$ cat src/rtl/mwc_pkg.sv
package mwc_pkg;
  localparam int PHASE_BYTES     = 4;
  localparam int MIN_LINE_WORDS  = 4;
  localparam int NUM_LINE_SIZES  = 4;
  localparam int MAX_LINE_BYTES  = MIN_LINE_WORDS * PHASE_BYTES * (1 << (NUM_LINE_SIZES - 1));
  localparam int LB_W            = $clog2(MAX_LINE_BYTES) + 1;

  typedef enum logic {
    WR_PLAIN = 1'b0,
    WR_INVAL = 1'b1
  } wr_cmd_e;

  typedef enum logic {
    TRK_IDLE   = 1'b0,
    TRK_ACTIVE = 1'b1
  } trk_state_e;
endpackage

$ cat src/rtl/mwc_line_decode.sv
module mwc_line_decode
  import mwc_pkg::*;
#(
  parameter int CLS_W  = 8,
  parameter int ADDR_W = 32
) (
  input  logic [CLS_W-1:0]  line_words,
  output logic              line_legal,
  output logic [LB_W-1:0]   line_bytes,
  output logic [ADDR_W-1:0] line_mask
);
  logic [NUM_LINE_SIZES-1:0] hit;

  for (genvar g = 0; g < NUM_LINE_SIZES; g++) begin : g_size
    assign hit[g] = (line_words == CLS_W'(MIN_LINE_WORDS << g));
  end

  always_comb begin
    line_bytes = '0;
    for (int i = 0; i < NUM_LINE_SIZES; i++) begin
      if (hit[i]) line_bytes = LB_W'((MIN_LINE_WORDS * PHASE_BYTES) << i);
    end
  end

  assign line_legal = |hit;
  assign line_mask  = line_legal ? (ADDR_W'(line_bytes) - ADDR_W'(1)) : '0;
endmodule

$ cat src/rtl/mwc_cmd_decide.sv
module mwc_cmd_decide
  import mwc_pkg::*;
#(
  parameter int ADDR_W = 32,
  parameter int LEN_W  = 16
) (
  input  logic [ADDR_W-1:0] addr,
  input  logic [LEN_W-1:0]  rem,
  input  logic              inv_en,
  input  logic              line_legal,
  input  logic [LB_W-1:0]   line_bytes,
  input  logic [ADDR_W-1:0] line_mask,
  output wr_cmd_e           cmd
);
  logic aligned;
  logic enough;

  assign aligned = ((addr & line_mask) == '0);
  assign enough  = (rem >= LEN_W'(line_bytes));
  assign cmd     = (inv_en && line_legal && aligned && enough) ? WR_INVAL : WR_PLAIN;
endmodule

$ cat src/rtl/mwc_burst_track.sv
module mwc_burst_track
  import mwc_pkg::*;
#(
  parameter int ADDR_W = 32,
  parameter int LEN_W  = 16,
  parameter int CLS_W  = 8
) (
  input  logic              clk,
  input  logic              rst,
  input  logic              req_valid,
  input  logic [ADDR_W-1:0] req_addr,
  input  logic [LEN_W-1:0]  req_bytes,
  input  logic [CLS_W-1:0]  cfg_line_words,
  input  logic              cfg_inv_en,
  input  logic              phase_ack,
  input  logic              early_term,
  input  wr_cmd_e           dec_cmd,
  input  logic              line_legal,
  input  logic [LB_W-1:0]   line_bytes,
  input  logic [ADDR_W-1:0] line_mask,
  output logic [ADDR_W-1:0] eval_addr,
  output logic [LEN_W-1:0]  eval_rem,
  output logic [CLS_W-1:0]  eval_cls,
  output logic              eval_inv,
  output logic              busy,
  output logic              burst_start,
  output logic [ADDR_W-1:0] burst_addr,
  output wr_cmd_e           cmd,
  output logic              stop_req,
  output logic              xfer_done
);
  localparam int STEP_SH = $clog2(PHASE_BYTES);

  trk_state_e        state_q;
  logic [ADDR_W-1:0] addr_q;
  logic [LEN_W-1:0]  rem_q;
  logic [CLS_W-1:0]  cls_q;
  logic              inv_q;
  logic [ADDR_W-1:0] addr_nx;
  logic [LEN_W-1:0]  rem_nx;
  logic [ADDR_W-1:0] req_addr_w;
  logic [LEN_W-1:0]  req_bytes_w;
  logic              at_boundary;

  assign addr_nx     = addr_q + ADDR_W'(PHASE_BYTES);
  assign rem_nx      = rem_q - LEN_W'(PHASE_BYTES);
  assign req_addr_w  = {req_addr[ADDR_W-1:STEP_SH], STEP_SH'(0)};
  assign req_bytes_w = {req_bytes[LEN_W-1:STEP_SH], STEP_SH'(0)};
  assign at_boundary = line_legal && ((addr_nx & line_mask) == '0);

  // Idle: judge the incoming request with live configuration.
  // Active: judge the next address with the configuration latched at request.
  always_comb begin
    if (state_q == TRK_ACTIVE) begin
      eval_addr = addr_nx;
      eval_rem  = rem_nx;
      eval_cls  = cls_q;
      eval_inv  = inv_q;
    end else begin
      eval_addr = req_addr_w;
      eval_rem  = req_bytes_w;
      eval_cls  = cfg_line_words;
      eval_inv  = cfg_inv_en;
    end
  end

  always_ff @(posedge clk) begin
    if (rst) begin
      state_q     <= TRK_IDLE;
      addr_q      <= '0;
      rem_q       <= '0;
      cls_q       <= '0;
      inv_q       <= 1'b0;
      busy        <= 1'b0;
      burst_start <= 1'b0;
      burst_addr  <= '0;
      cmd         <= WR_PLAIN;
      stop_req    <= 1'b0;
      xfer_done   <= 1'b0;
    end else begin
      burst_start <= 1'b0;
      stop_req    <= 1'b0;
      xfer_done   <= 1'b0;
      unique case (state_q)
        TRK_IDLE: begin
          if (req_valid) begin
            cls_q <= cfg_line_words;
            inv_q <= cfg_inv_en;
            if (req_bytes_w == '0) begin
              xfer_done <= 1'b1;
            end else begin
              state_q     <= TRK_ACTIVE;
              busy        <= 1'b1;
              addr_q      <= req_addr_w;
              rem_q       <= req_bytes_w;
              burst_start <= 1'b1;
              burst_addr  <= req_addr_w;
              cmd         <= dec_cmd;
            end
          end
        end
        TRK_ACTIVE: begin
          if (phase_ack) begin
            addr_q <= addr_nx;
            rem_q  <= rem_nx;
            if (rem_nx == '0) begin
              state_q   <= TRK_IDLE;
              busy      <= 1'b0;
              xfer_done <= 1'b1;
            end else if (early_term) begin
              burst_start <= 1'b1;
              burst_addr  <= addr_nx;
              cmd         <= dec_cmd;
            end else if (at_boundary && (dec_cmd != cmd)) begin
              stop_req    <= 1'b1;
              burst_start <= 1'b1;
              burst_addr  <= addr_nx;
              cmd         <= dec_cmd;
            end
          end
        end
        default: state_q <= TRK_IDLE;
      endcase
    end
  end

  // an unsupported line size never yields the invalidate command
  assert_bad_size_plain_R1: assert property (@(posedge clk) disable iff (rst)
    (burst_start && !line_legal) |-> (cmd == WR_PLAIN));

  // invalidate disabled at request means plain writes only
  assert_inv_off_plain_R2: assert property (@(posedge clk) disable iff (rst)
    (burst_start && !inv_q) |-> (cmd == WR_PLAIN));

  // an invalidate burst starts on a line and has a full line ahead
  assert_inval_fits_R3: assert property (@(posedge clk) disable iff (rst)
    (burst_start && cmd == WR_INVAL) |->
      (((burst_addr & line_mask) == '0) && (rem_q >= LEN_W'(line_bytes))));

  // a stop request always comes with the restart announcement
  assert_stop_restarts_R5: assert property (@(posedge clk) disable iff (rst)
    stop_req |-> (burst_start && busy));

  // a target-ended burst restarts without a stop request
  assert_term_no_stop_R7: assert property (@(posedge clk) disable iff (rst)
    $past(busy && phase_ack && early_term) |-> !stop_req);

  // completion leaves the block idle
  assert_done_idle_R8: assert property (@(posedge clk) disable iff (rst)
    xfer_done |-> (!busy && !burst_start));

  // command and burst address hold between burst starts
  assert_cmd_held_R9: assert property (@(posedge clk) disable iff (rst)
    (busy && $past(busy) && !burst_start) |-> ($stable(cmd) && $stable(burst_addr)));

  // a phase strobe while idle has no effect
  assert_idle_ack_quiet_R11: assert property (@(posedge clk) disable iff (rst)
    $past(!busy && !req_valid && phase_ack) |-> (!burst_start && !xfer_done));
endmodule

$ cat src/rtl/mwc_cmd_select.sv
module mwc_cmd_select
  import mwc_pkg::*;
#(
  parameter int ADDR_W = 32,
  parameter int LEN_W  = 16,
  parameter int CLS_W  = 8
) (
  input  logic              clk,
  input  logic              rst,
  input  logic              req_valid,
  input  logic [ADDR_W-1:0] req_addr,
  input  logic [LEN_W-1:0]  req_bytes,
  input  logic [CLS_W-1:0]  cfg_line_words,
  input  logic              cfg_inv_en,
  input  logic              phase_ack,
  input  logic              early_term,
  output logic              busy,
  output logic              burst_start,
  output logic [ADDR_W-1:0] burst_addr,
  output logic              cmd_inv,
  output logic              stop_req,
  output logic              xfer_done
);
  logic [ADDR_W-1:0] eval_addr;
  logic [LEN_W-1:0]  eval_rem;
  logic [CLS_W-1:0]  eval_cls;
  logic              eval_inv;
  logic              line_legal;
  logic [LB_W-1:0]   line_bytes;
  logic [ADDR_W-1:0] line_mask;
  wr_cmd_e           dec_cmd;
  wr_cmd_e           cmd_q;

  mwc_line_decode #(.CLS_W(CLS_W), .ADDR_W(ADDR_W)) u_line (
    .line_words (eval_cls),
    .line_legal (line_legal),
    .line_bytes (line_bytes),
    .line_mask  (line_mask)
  );

  mwc_cmd_decide #(.ADDR_W(ADDR_W), .LEN_W(LEN_W)) u_decide (
    .addr       (eval_addr),
    .rem        (eval_rem),
    .inv_en     (eval_inv),
    .line_legal (line_legal),
    .line_bytes (line_bytes),
    .line_mask  (line_mask),
    .cmd        (dec_cmd)
  );

  mwc_burst_track #(.ADDR_W(ADDR_W), .LEN_W(LEN_W), .CLS_W(CLS_W)) u_track (
    .clk            (clk),
    .rst            (rst),
    .req_valid      (req_valid),
    .req_addr       (req_addr),
    .req_bytes      (req_bytes),
    .cfg_line_words (cfg_line_words),
    .cfg_inv_en     (cfg_inv_en),
    .phase_ack      (phase_ack),
    .early_term     (early_term),
    .dec_cmd        (dec_cmd),
    .line_legal     (line_legal),
    .line_bytes     (line_bytes),
    .line_mask      (line_mask),
    .eval_addr      (eval_addr),
    .eval_rem       (eval_rem),
    .eval_cls       (eval_cls),
    .eval_inv       (eval_inv),
    .busy           (busy),
    .burst_start    (burst_start),
    .burst_addr     (burst_addr),
    .cmd            (cmd_q),
    .stop_req       (stop_req),
    .xfer_done      (xfer_done)
  );

  assign cmd_inv = (cmd_q == WR_INVAL);
endmodule

$ cat config.mk
export PLATFORM = sky130hd
export DESIGN_NAME = mwc_cmd_select
export DESIGN_NICKNAME = d
export VERILOG_FILES = /design/src/rtl/mwc_pkg.sv /design/src/rtl/mwc_line_decode.sv /design/src/rtl/mwc_cmd_decide.sv /design/src/rtl/mwc_burst_track.sv /design/src/rtl/mwc_cmd_select.sv
export SDC_FILE = /design/constraint.sdc
export NUM_CORES = 1
export LEC_CHECK = 0
export ABC_AREA = 1
export BUFFER_PORTS_ARGS = -buffer_cell sky130_fd_sc_hd__buf_4
export CAP_MARGIN = 15
export CORE_ASPECT_RATIO = 1.1
export CORE_MARGIN = 5
export CORE_UTILIZATION = 30
export CTS_CLUSTER_SIZE = 16
export DETAILED_ROUTE_END_ITERATION = 8
export PLACE_DENSITY = 0.48
export SETUP_SLACK_MARGIN = 0.02
export SYNTH_ARGS = -nofsm -noshare
export SYNTH_HDL_FRONTEND = slang
export SYNTH_SLANG_ARGS = --single-unit
$ cat constraint.sdc
create_clock -name clk -period 3 [get_ports clk]
set_input_delay 0.6 -clock clk [delete_from_list [all_inputs] [get_ports clk]]
set_output_delay 0.6 -clock clk [all_outputs]
set_load 0.03 [all_outputs]
==> flow_summary.json, run 1 <==
{
  "fmax_ghz": 0.340,
  "max_cap_violations": 0,
  "portBuffers": 94,
  "clock_skew_ps": 8.18,
  "die_h_um": 158,
  "numCtsBuffers": 9,
  "synthCells": 966,
  "synth_fp_nets": 1036,
  "antenna_found_initial": 0,
  "yosysUniqueCellTypes": 36,
  "grtUsageTotal": 0.174,
  "root_buffer": "clkbuf_16",
  "final_common_cell": "nand2_1",
  "finalCritPeriodShare": 0.982,
  "syn2layout_area_growth_pct": 33.1,
  "grt_pass1_wl_um": 31200,
  "synthMuxAreaShare": 0.00168,
  "grt_setup_unrepaired": "true",
  "ctsHoldBuffers": 0,
  "synth_compound_area_frac": 0.147,
  "place_ws_ps": -365,
  "die_w_um": 144,
  "max_slew.worst_pin.slew_ps": 549,
  "drive_above_1_share": 0.229,
  "dp_cells": 1330,
  "crit_family": "simple AND/OR/NAND/NOR gates",
  "ys_seq_area_frac": 0.320,
  "ant_nets": 0,
  "gp_routability_congestion": 0.853,
  "start_util": 0.302,
  "routed_wl_um": 19900,
  "place_area_sq_um": 7240,
  "rows": 54,
  "first_pass_iters": 5,
  "slew-limit-headroom": 0.634,
  "status": "finished, final reports clean",
  "yosys.area_share.simple": 0.402,
  "critPathKind": "flop to flop",
  "cpMaxStageDelayCell": "dfxtp_4",
  "fin_cells": 1356,
  "finalWorstSetupSlack_ps": 55.1,
  "first_iter_violations": 363,
  "p_per_area_nw_per_um2": 495,
  "setup_viol": 0,
  "critPathRequiredTime_ps": 3260,
  "cts.htree.levels": 3,
  "finalPower_mw": 3.91,
  "avgViaCountPerCell": 4.77,
  "cp-start-kind": "flop",
  "synthAdderAreaFrac": 0.0168,
  "final_cell_mix": "nand2_1, buf_4, nor2_1, dfxtp_1, nand3_1",
  "critical_path_arrival_ps": 3200,
  "min_period_ps": 2940,
  "crit_buf_inv": 2,
  "final_area_sq_um": 7910,
  "fin_nets": 1169,
  "crit_path_cell_trace": "buf_6 > nand2_1 > o21ai_2 > nand2_1 > nor2_2 > nand3b_1 > ha_1 > nand3b_1 > nor2_1 > nand4_1 > nor2_2 > nor2_1 > nand2_1 > nand2_2 > nand3_4 > nand3_4 > clkbuf_16 > a21oi_1 > nor2_1",
  "ys_ff_latch": 95,
  "synth_edf_count": 0,
  "leakagePower_nw": 3.58,
  "finalCoreUtilization": 0.402,
  "end_kind": "flop",
  "dp_hpwl_um": 14800,
  "synthesis.area_sq_um": 5940,
  "ys.flop_type": "dfxtp_1",
  "finalHoldViolCount": 0,
  "cpPeakStageDelay_ps": 400,
  "maxSlewViolCount": 0,
  "die-area_sq_um": 22700,
  "grt_max_degree": 134,
  "grt_pass1_vias": 6180,
  "core-area_sq_um": 19700,
  "ios": 99,
  "synth_warnings": 0,
  "async_flop_share": 0,
  "antenna_cells": 0,
  "crit_fanout": 10,
  "clockBufferDepth": 2,
  "hold_class": "primary input to flop",
  "worstSkewPairLatency_ps": 360,
  "syn_area_per_cell_sq_um": 6.15,
  "via_count": 6468,
  "synth_top_family_by_area": "simple AND/OR/NAND/NOR gates",
  "cts_tree": "yes",
  "drc": 0,
  "wl_per_cell_um": 14.7,
  "synth-xor-area-share": 0.0147,
  "ir_drop_v": 0.000279,
  "clkSinkCount": 95,
  "cts.reportedPaths.clkPinSlew_ps": 80,
  "grt-ovfl-total": 0
}
## worst reg2reg max path, stage by stage (launching register included)
cell and delay (ps):
dfxtp_4 400, buf_6 150, nand2_1 70, o21ai_2 80
nand2_1 90, nor2_2 140, nand3b_1 130, ha_1 220
nand3b_1 160, nor2_1 120, nand4_1 140, nor2_2 190
nor2_1 60, nand2_1 90, nand2_2 70, nand3_4 130
nand3_4 180, clkbuf_16 250, a21oi_1 130, nor2_1 60
## routing by layer
| metal | part of all wire | global-route usage |
|---|---|---|
| met3 | 0.041 | 0.0296 |
| met4 | 0.016 | 0.0511 |
| met5 | 0 | 0 |
| met2 | 0.49 | 0.308 |
| met1 | 0.45 | 0.217 |
## area by class of cell
class | instances | area, sq um
clock buffers | 9 | 225
clock inverters | 7 | 92.6
fillers | 2163 | 11800
inverters | 91 | 347
multi-input cells | 737 | 3640
flip-flops and latches | 95 | 1910
well taps | 252 | 315
repair buffers | 165 | 1380
## per-stage QoR
stage / TNS, ps / hold WS [ps]
after global placement: -10740 / 430
after detailed placement: -11240 / 438
final: 0 / 436
after global routing: -5140 / 424
after floorplan: 0 / 424
after CTS: 0 / 419
## Yosys cell counts (all sizes together) (4+ instances only)
cell	instances	area (sq um)
nand2	260	988
nor2	135	542
nand3	96	490
dfxtp	95	1900
inv	90	338
a21oi	76	380
o21ai	71	359
buf	22	155
clkbuf	22	82.6
or2	17	106
nand4	15	93.8
nor3	15	75.1
ha	8	100
nand3b	8	60.1
xor2	8	70.1
o211ai	7	52.6
a211oi	4	30.0
a31oi	4	25.0
nor4	4	25.0
## registers in the layout (all words and copies together), names as in the netlist, 8 cells and up
register            cells
u_track.addr_q         32
u_track.cls_q           8
u_track.rem_q          16
u_track.burst_addr     32
## cell families after synthesis
logic type / Yosys count
simple gates: 551
fa+ha+maj: 8
flops: 95
compound gates: 166
mux: 1
xor+xnor: 10
buf+inv: 135
## report_power, final
group          internal [mW]  switching [mW]  leakage (nW)
Combinational          0.470           0.695          2.65
Clock                  0.668           0.578         0.148
Sequential              1.39           0.111         0.788
Total                   2.53            1.38          3.58
## final timing paths
check | from | endpoint | slack [ps] | cells past startpoint
setup reg to reg | u_track.state_q | u_track.burst_addr[26] | 60 | 19
setup / recovery | u_track.state_q | u_track.burst_addr[26] | 60 | 19
hold / removal | early_term | u_track.stop_req | 440 | 2
hold reg to reg | u_track.rem_q[1] | u_track.rem_q[1] | 440 | 2
## timing repair
item                                    in CTS  in global routing
resized for setup                           10                 43
pin swaps                                    2                 22
gates cloned                                 1                  5
endpoints found under the setup margin      34                 35
endpoints found under the hold margin        0                  0
setup buffers                                2                  2
Note: power is estimated with default switching activity, not from simulation.
==> run 2, diff against run 1 <==
--- a/config.mk
+++ b/config.mk
@@ -17,2 +17,3 @@
 export SETUP_SLACK_MARGIN = 0.02
+export SLEW_MARGIN = 5
 export SYNTH_ARGS = -nofsm -noshare
==> constraint.sdc (replaced) <==
create_clock -name clk -period 3 [get_ports clk]
set_input_delay 0.15 -clock clk [delete_from_list [all_inputs] [get_ports clk]]
set_output_delay 0.15 -clock clk [all_outputs]
set_load 0.03 [all_outputs]
==> run 2 against run 1 <==
Hold slack worse by 380 ps; global-route usage grew 0.11 points; final cell count is essentially flat; sequential cell count unchanged; non-clock buffer count decreased by 1; register-to-register slack lost 30 ps; maximum frequency is 1.1% lower; clock power down 7%; sequential share of layout area is essentially flat; via count up 0.74%; largest power group unchanged.
==> flow_summary.json, run 2 (synthesis gave the netlist of run 1 again) <==
{
  "status": "finished, final reports clean",
  "p_per_area_nw_per_um2": 486,
  "die_w_um": 144,
  "ios": 99,
  "ant_nets": 0,
  "antenna_cells": 0,
  "crit_buf_inv": 3,
  "root_buffer": "clkbuf_16",
  "core-area_sq_um": 19700,
  "cpPeakStageDelay_ps": 370,
  "regArea_sq_um": 1910,
  "critical_path_arrival_ps": 3230,
  "fmax_ghz": 0.336,
  "timing.rr.end": "u_track.burst_addr[30]",
  "hold_class": "primary input to flop",
  "slew-limit-headroom": 0.396,
  "maxSlewViolCount": 0,
  "numCtsBuffers": 9,
  "worstSkewPairLatency_ps": 360,
  "clkSinkCount": 95,
  "fillCellCount": 2184,
  "leakagePower_nw": 3.57,
  "finalHoldViolCount": 0,
  "multi_input_area_sq_um": 3690,
  "timing.setup.tns_ps": 0,
  "grt_pass1_wl_um": 31500,
  "clock_skew_ps": 5.24,
  "worstSetupPathDepth": 25,
  "max_cap_violations": 0,
  "gp_routability_congestion": 0.864,
  "crit_family": "simple AND/OR/NAND/NOR gates",
  "cts.htree.levels": 3,
  "reg2reg_depth": 25,
  "portBuffers": 94,
  "drc": 0,
  "ir_drop_v": 0.000297,
  "syn2layout_area_growth_pct": 33.1,
  "via_count": 6516,
  "antenna_found_initial": 0,
  "final_common_cell": "nand2_1",
  "crit_start": "u_track.state_q",
  "grtUsageTotal": 0.175,
  "finalPower_mw": 3.85,
  "die_h_um": 158,
  "crit_path_end": "u_track.burst_addr[30]",
  "routed_wl_um": 20200,
  "fin_nets": 1168,
  "top_regs": "u_track.addr_q (32), u_track.burst_addr (32), u_track.rem_q (16)",
  "min_period_ps": 2980,
  "max_slew.worst_pin.slew_ps": 906,
  "clockBufferDepth": 2,
  "r2r-start": "u_track.state_q",
  "cpMaxStageDelayCell": "dfxtp_4",
  "finalCritPeriodShare": 0.993,
  "wl_per_cell_um": 14.9,
  "critPathKind": "flop to flop",
  "grt_pass1_vias": 6234,
  "cp-start-kind": "flop",
  "end_kind": "flop",
  "critPathRequiredTime_ps": 3250,
  "reg2reg_slack_ps": 20,
  "setup_viol": 0,
  "cpMostUsedCell": "nand2_1",
  "grt-ovfl-total": 0,
  "cts.reportedPaths.clkPinSlew_ps": 80,
  "die-area_sq_um": 22700,
  "start_util": 0.302,
  "final_cell_mix": "nand2_1, buf_4, nor2_1, dfxtp_1, nand3_1",
  "avgViaCountPerCell": 4.81,
  "drive_above_1_share": 0.243,
  "grt_max_degree": 94,
  "dp_hpwl_um": 14900,
  "rows": 54,
  "crit_fanout": 11,
  "first_iter_violations": 337,
  "first_pass_iters": 5,
  "cts_tree": "yes",
  "grt_setup_unrepaired": "true"
}
==> run 2: metrics by stage <==
| step | worst slack (ps) | hold slack (ps) | utilization | cells | instance area [sq um] |
|---|---|---|---|---|---|
| after global routing | -222 | 64.8 | 0.402 | 1355 | 7910 |
| after CTS | 48.1 | 43.5 | 0.383 | 1345 | 7530 |
| after global placement | 15.2 | 364 | 0.367 | 1328 | 7220 |
| after detailed placement | -6.02 | 360 | 0.367 | 1328 | 7220 |
| final | 21.6 | 58.3 | 0.402 | 1355 | 7910 |
| after floorplan | 249 | 227 | - | 966 | 5940 |
==> run 2: repair_timing <==
item,4_1_cts,5_1_grt
cloned,0,6
setup buffers,0,4
resized for setup,2,65
pin swaps,0,28
setup endpoints to repair,25,35
hold endpoints to repair,1,0
hold buffers,1,0
==> run 2: worst min-delay path, cell delays in order <==
cell and delay [ps]:
buf_4 70, inv_1 40, a21oi_1 110
==> run 2: how the worst min path moves through the flow <==
| stage | to | depth (start not counted) | slack, ps | startpoint |
|---|---|---|---|---|
| global route | u_track.inv_q | 3 | 60 | cfg_inv_en |
| CTS | u_track.cls_q[1] | 3 | 40 | cfg_line_words[1] |
| global placement | u_track.stop_req | 2 | 360 | early_term |
| floorplan | u_track.stop_req | 1 | 230 | early_term |
| finish | u_track.cls_q[1] | 3 | 60 | cfg_line_words[1] |
| detailed placement | u_track.stop_req | 2 | 360 | early_term |
==> run 2: cell type report <==
cell class                 count  share of cell area
clock inverter                 7             0.00791
multi-input combinational    737               0.466
sequential                    95               0.241
clock buffer                   9              0.0285
tap                          252              0.0399
inverter                      91              0.0438
timing repair buffer         164               0.173
==> run 2: power breakdown <==
group          switching (mW)  internal [mW]  leakage [nW]
logic                   0.707          0.479          2.64
clock network           0.575          0.583         0.144
registers               0.110           1.39         0.788
==> run 2: metal layers <==
metal	part of all wire	track usage	vias to the layer above
met4	0.027	0.0613	0
met2	0.49	0.305	117
met1	0.45	0.218	2937
li1	-	-	3434
met5	0	0	-
met3	0.038	0.0317	28
==> run 3, diff against run 2 <==
CORE_ASPECT_RATIO = unset   (was 1.1)
==> run 3 against run 2 <==
The flow now finishes with violations (negative setup slack); non-clock buffer count shrank 7; clock power grew 9%; final cell count grew 0.37%; via count shrank 0.14%; largest cell class unchanged; power grew 2.8%.
==> flow_summary.json, run 3 (synthesis gave the netlist of run 1 again) <==
{
  "status": "complete, but fails checks",
  "failed_checks": "negative setup slack",
  "first_pass_iters": 5,
  "end_kind": "flop",
  "regArea_sq_um": 1910,
  "grt_max_degree": 134,
  "wl_per_cell_um": 15.1,
  "antenna_found_initial": 0,
  "p_switching_mw": 1.37,
  "via_count": 6507,
  "syn2layout_area_growth_pct": 35.0,
  "timing.rr.end": "u_track.burst_addr[6]",
  "gp_routability_congestion": 0.897,
  "portBuffers": 94,
  "finalPower_mw": 3.95,
  "crit_start": "u_track.addr_q[15]",
  "routed_wl_um": 20500,
  "worstSkewPairLatency_ps": 350,
  "critPathRequiredTime_ps": 3240,
  "ant_nets": 0,
  "drive_above_1_share": 0.254,
  "crit_path_end": "u_track.burst_addr[6]",
  "maxSlewViolCount": 0,
  "finalCoreUtilization": 0.412,
  "ios": 99,
  "numCtsBuffers": 9,
  "slew-limit-headroom": 0.622,
  "cts.reportedPaths.clkPinSlew_ps": 70,
  "grt_pass1_vias": 6184,
  "finalCritPeriodShare": 1.02,
  "cts.htree.levels": 3,
  "finalHoldViolCount": 0,
  "top_regs": "u_track.addr_q (32), u_track.burst_addr (32), u_track.rem_q (16)",
  "clockBufferDepth": 2,
  "crit_fanout": 7,
  "multi_input_area_sq_um": 3740,
  "min_period_ps": 3050,
  "power_frac_seq": 0.381,
  "grtUsageTotal": 0.177,
  "die_h_um": 151,
  "die-area_sq_um": 22700,
  "die_w_um": 151,
  "cp-start-kind": "flop",
  "antenna_cells": 0,
  "dp_hpwl_um": 14600,
  "reg2reg_depth": 17,
  "root_buffer": "clkbuf_16",
  "final_common_cell": "nand2_1",
  "fmax_ghz": 0.328,
  "drc": 0,
  "critical_path_arrival_ps": 3290,
  "clkSinkCount": 95,
  "p_per_area_nw_per_um2": 493,
  "p_int_mw": 2.58,
  "hold_class": "primary input to flop",
  "fin_cells": 1360,
  "cts_tree": "yes",
  "pwr-share-comb": 0.301,
  "grt_setup_unrepaired": "true",
  "clock_skew_ps": 10.1,
  "fillCellCount": 2098,
  "power_switching_share": 0.346,
  "start_util": 0.305,
  "max_slew.worst_pin.slew_ps": 567,
  "core-area_sq_um": 19500,
  "avgViaCountPerCell": 4.78,
  "dp_cells": 1319,
  "final_cell_mix": "nand2_1, buf_4, nor2_1, dfxtp_1, nand3_1",
  "setup_viol": 19,
  "power_frac_clock": 0.318,
  "finalWorstSetupSlack_ps": -51.7,
  "rows": 51,
  "grt_pass1_wl_um": 31800,
  "r2r-start": "u_track.addr_q[15]",
  "critPathKind": "flop to flop",
  "first_iter_violations": 423,
  "reg2reg_slack_ps": -50,
  "leakagePower_nw": 3.60,
  "max_cap_violations": 0,
  "grt-ovfl-total": 0,
  "ir_drop_v": 0.000247,
  "fin_nets": 1160
}
==> run 3: cell count changes in the layout (fill, tap and decap cells not counted), moves of 3 or more <==
cell      delta
nand3_2     +10
o21ai_1      -4
nand2_4      +4
ha_2         +3
buf_4       -10
clkbuf_8     +3
buf_16       +3
nand3_1      -9
ha_4         -3
nand2_1      -4
==> run 3: critical path, cell delays in order, from the launching register on <==
cell and delay, ps:
dfxtp_1 430, nand2_1 120, nor2_1 240, nand2_1 170, nor2_1 200, nand3_1 120
a21oi_1 150, nand2_1 90, nor3_1 200, nand3_1 230, a21oi_2 210, nand3_2 110
nand3_4 120, buf_12 160, clkbuf_16 160, nand3_1 70, nand2_1 90, nor2_1 40
==> run 3: power groups by stage <==
stage / clock, mW / sequential (mW) / combinational [mW]
after floorplan: 0 / 1.60 / 0.619
after global placement: 0 / 1.53 / 1.08
after detailed placement: 0 / 1.53 / 1.08
after CTS: 1.30 / 1.50 / 1.12
after global routing: 1.34 / 1.52 / 1.33
final: 1.26 / 1.51 / 1.19
==> run 3: area by class of cell <==
class	instances	area share
Clock buffer	12	0.0332
Multi-Input combinational cell	736	0.467
Timing Repair Buffer	157	0.171
Clock inverter	4	0.00655
Tap cell	265	0.0413
Inverter	91	0.0432
Sequential cell	95	0.238
==> run 3: per-layer routing <==
metal,share of wire,vias to the layer above,GRT usage
met5,0,-,0
met4,0.0080,0,0.0349
met3,0.041,11,0.0319
met2,0.49,121,0.310
met1,0.46,2957,0.228
li1,-,3418,-
==> run 3: worst min path at each step <==
stage	cells after the start	endpoint	start	slack [ps]
after floorplan	1	u_track.stop_req	early_term	230
after global placement	2	u_track.stop_req	early_term	350
after detailed placement	2	u_track.stop_req	early_term	340
after CTS	3	u_track.cls_q[1]	cfg_line_words[1]	40
after global routing	3	u_track.inv_q	cfg_inv_en	80
final	3	u_track.inv_q	cfg_inv_en	70
==> run 3: metrics by stage <==
| stage | cell area (sq um) | TNS, ps | hold slack, ps | setup WS, ps |
|---|---|---|---|---|
| detailed placement | 7060 | -976 | 337 | -54.0 |
| finish | 8020 | -333 | 67.7 | -51.7 |
| global route | 8020 | -5850 | 78.7 | -213 |
| global placement | 7060 | -277 | 352 | -20.5 |
| CTS | 7640 | -218 | 42.3 | -21.1 |
| floorplan | 5940 | 0 | 227 | 249 |
==> run 3: timing repair <==
item / 4_1_cts / 5_1_grt
pin swaps: 5 / 37
hold buffers: 1 / 0
setup buffers: 13 / 4
resized for setup: 17 / 77
setup endpoints to repair: 34 / 35
hold endpoints to repair: 1 / 0
gates cloned: 3 / 5
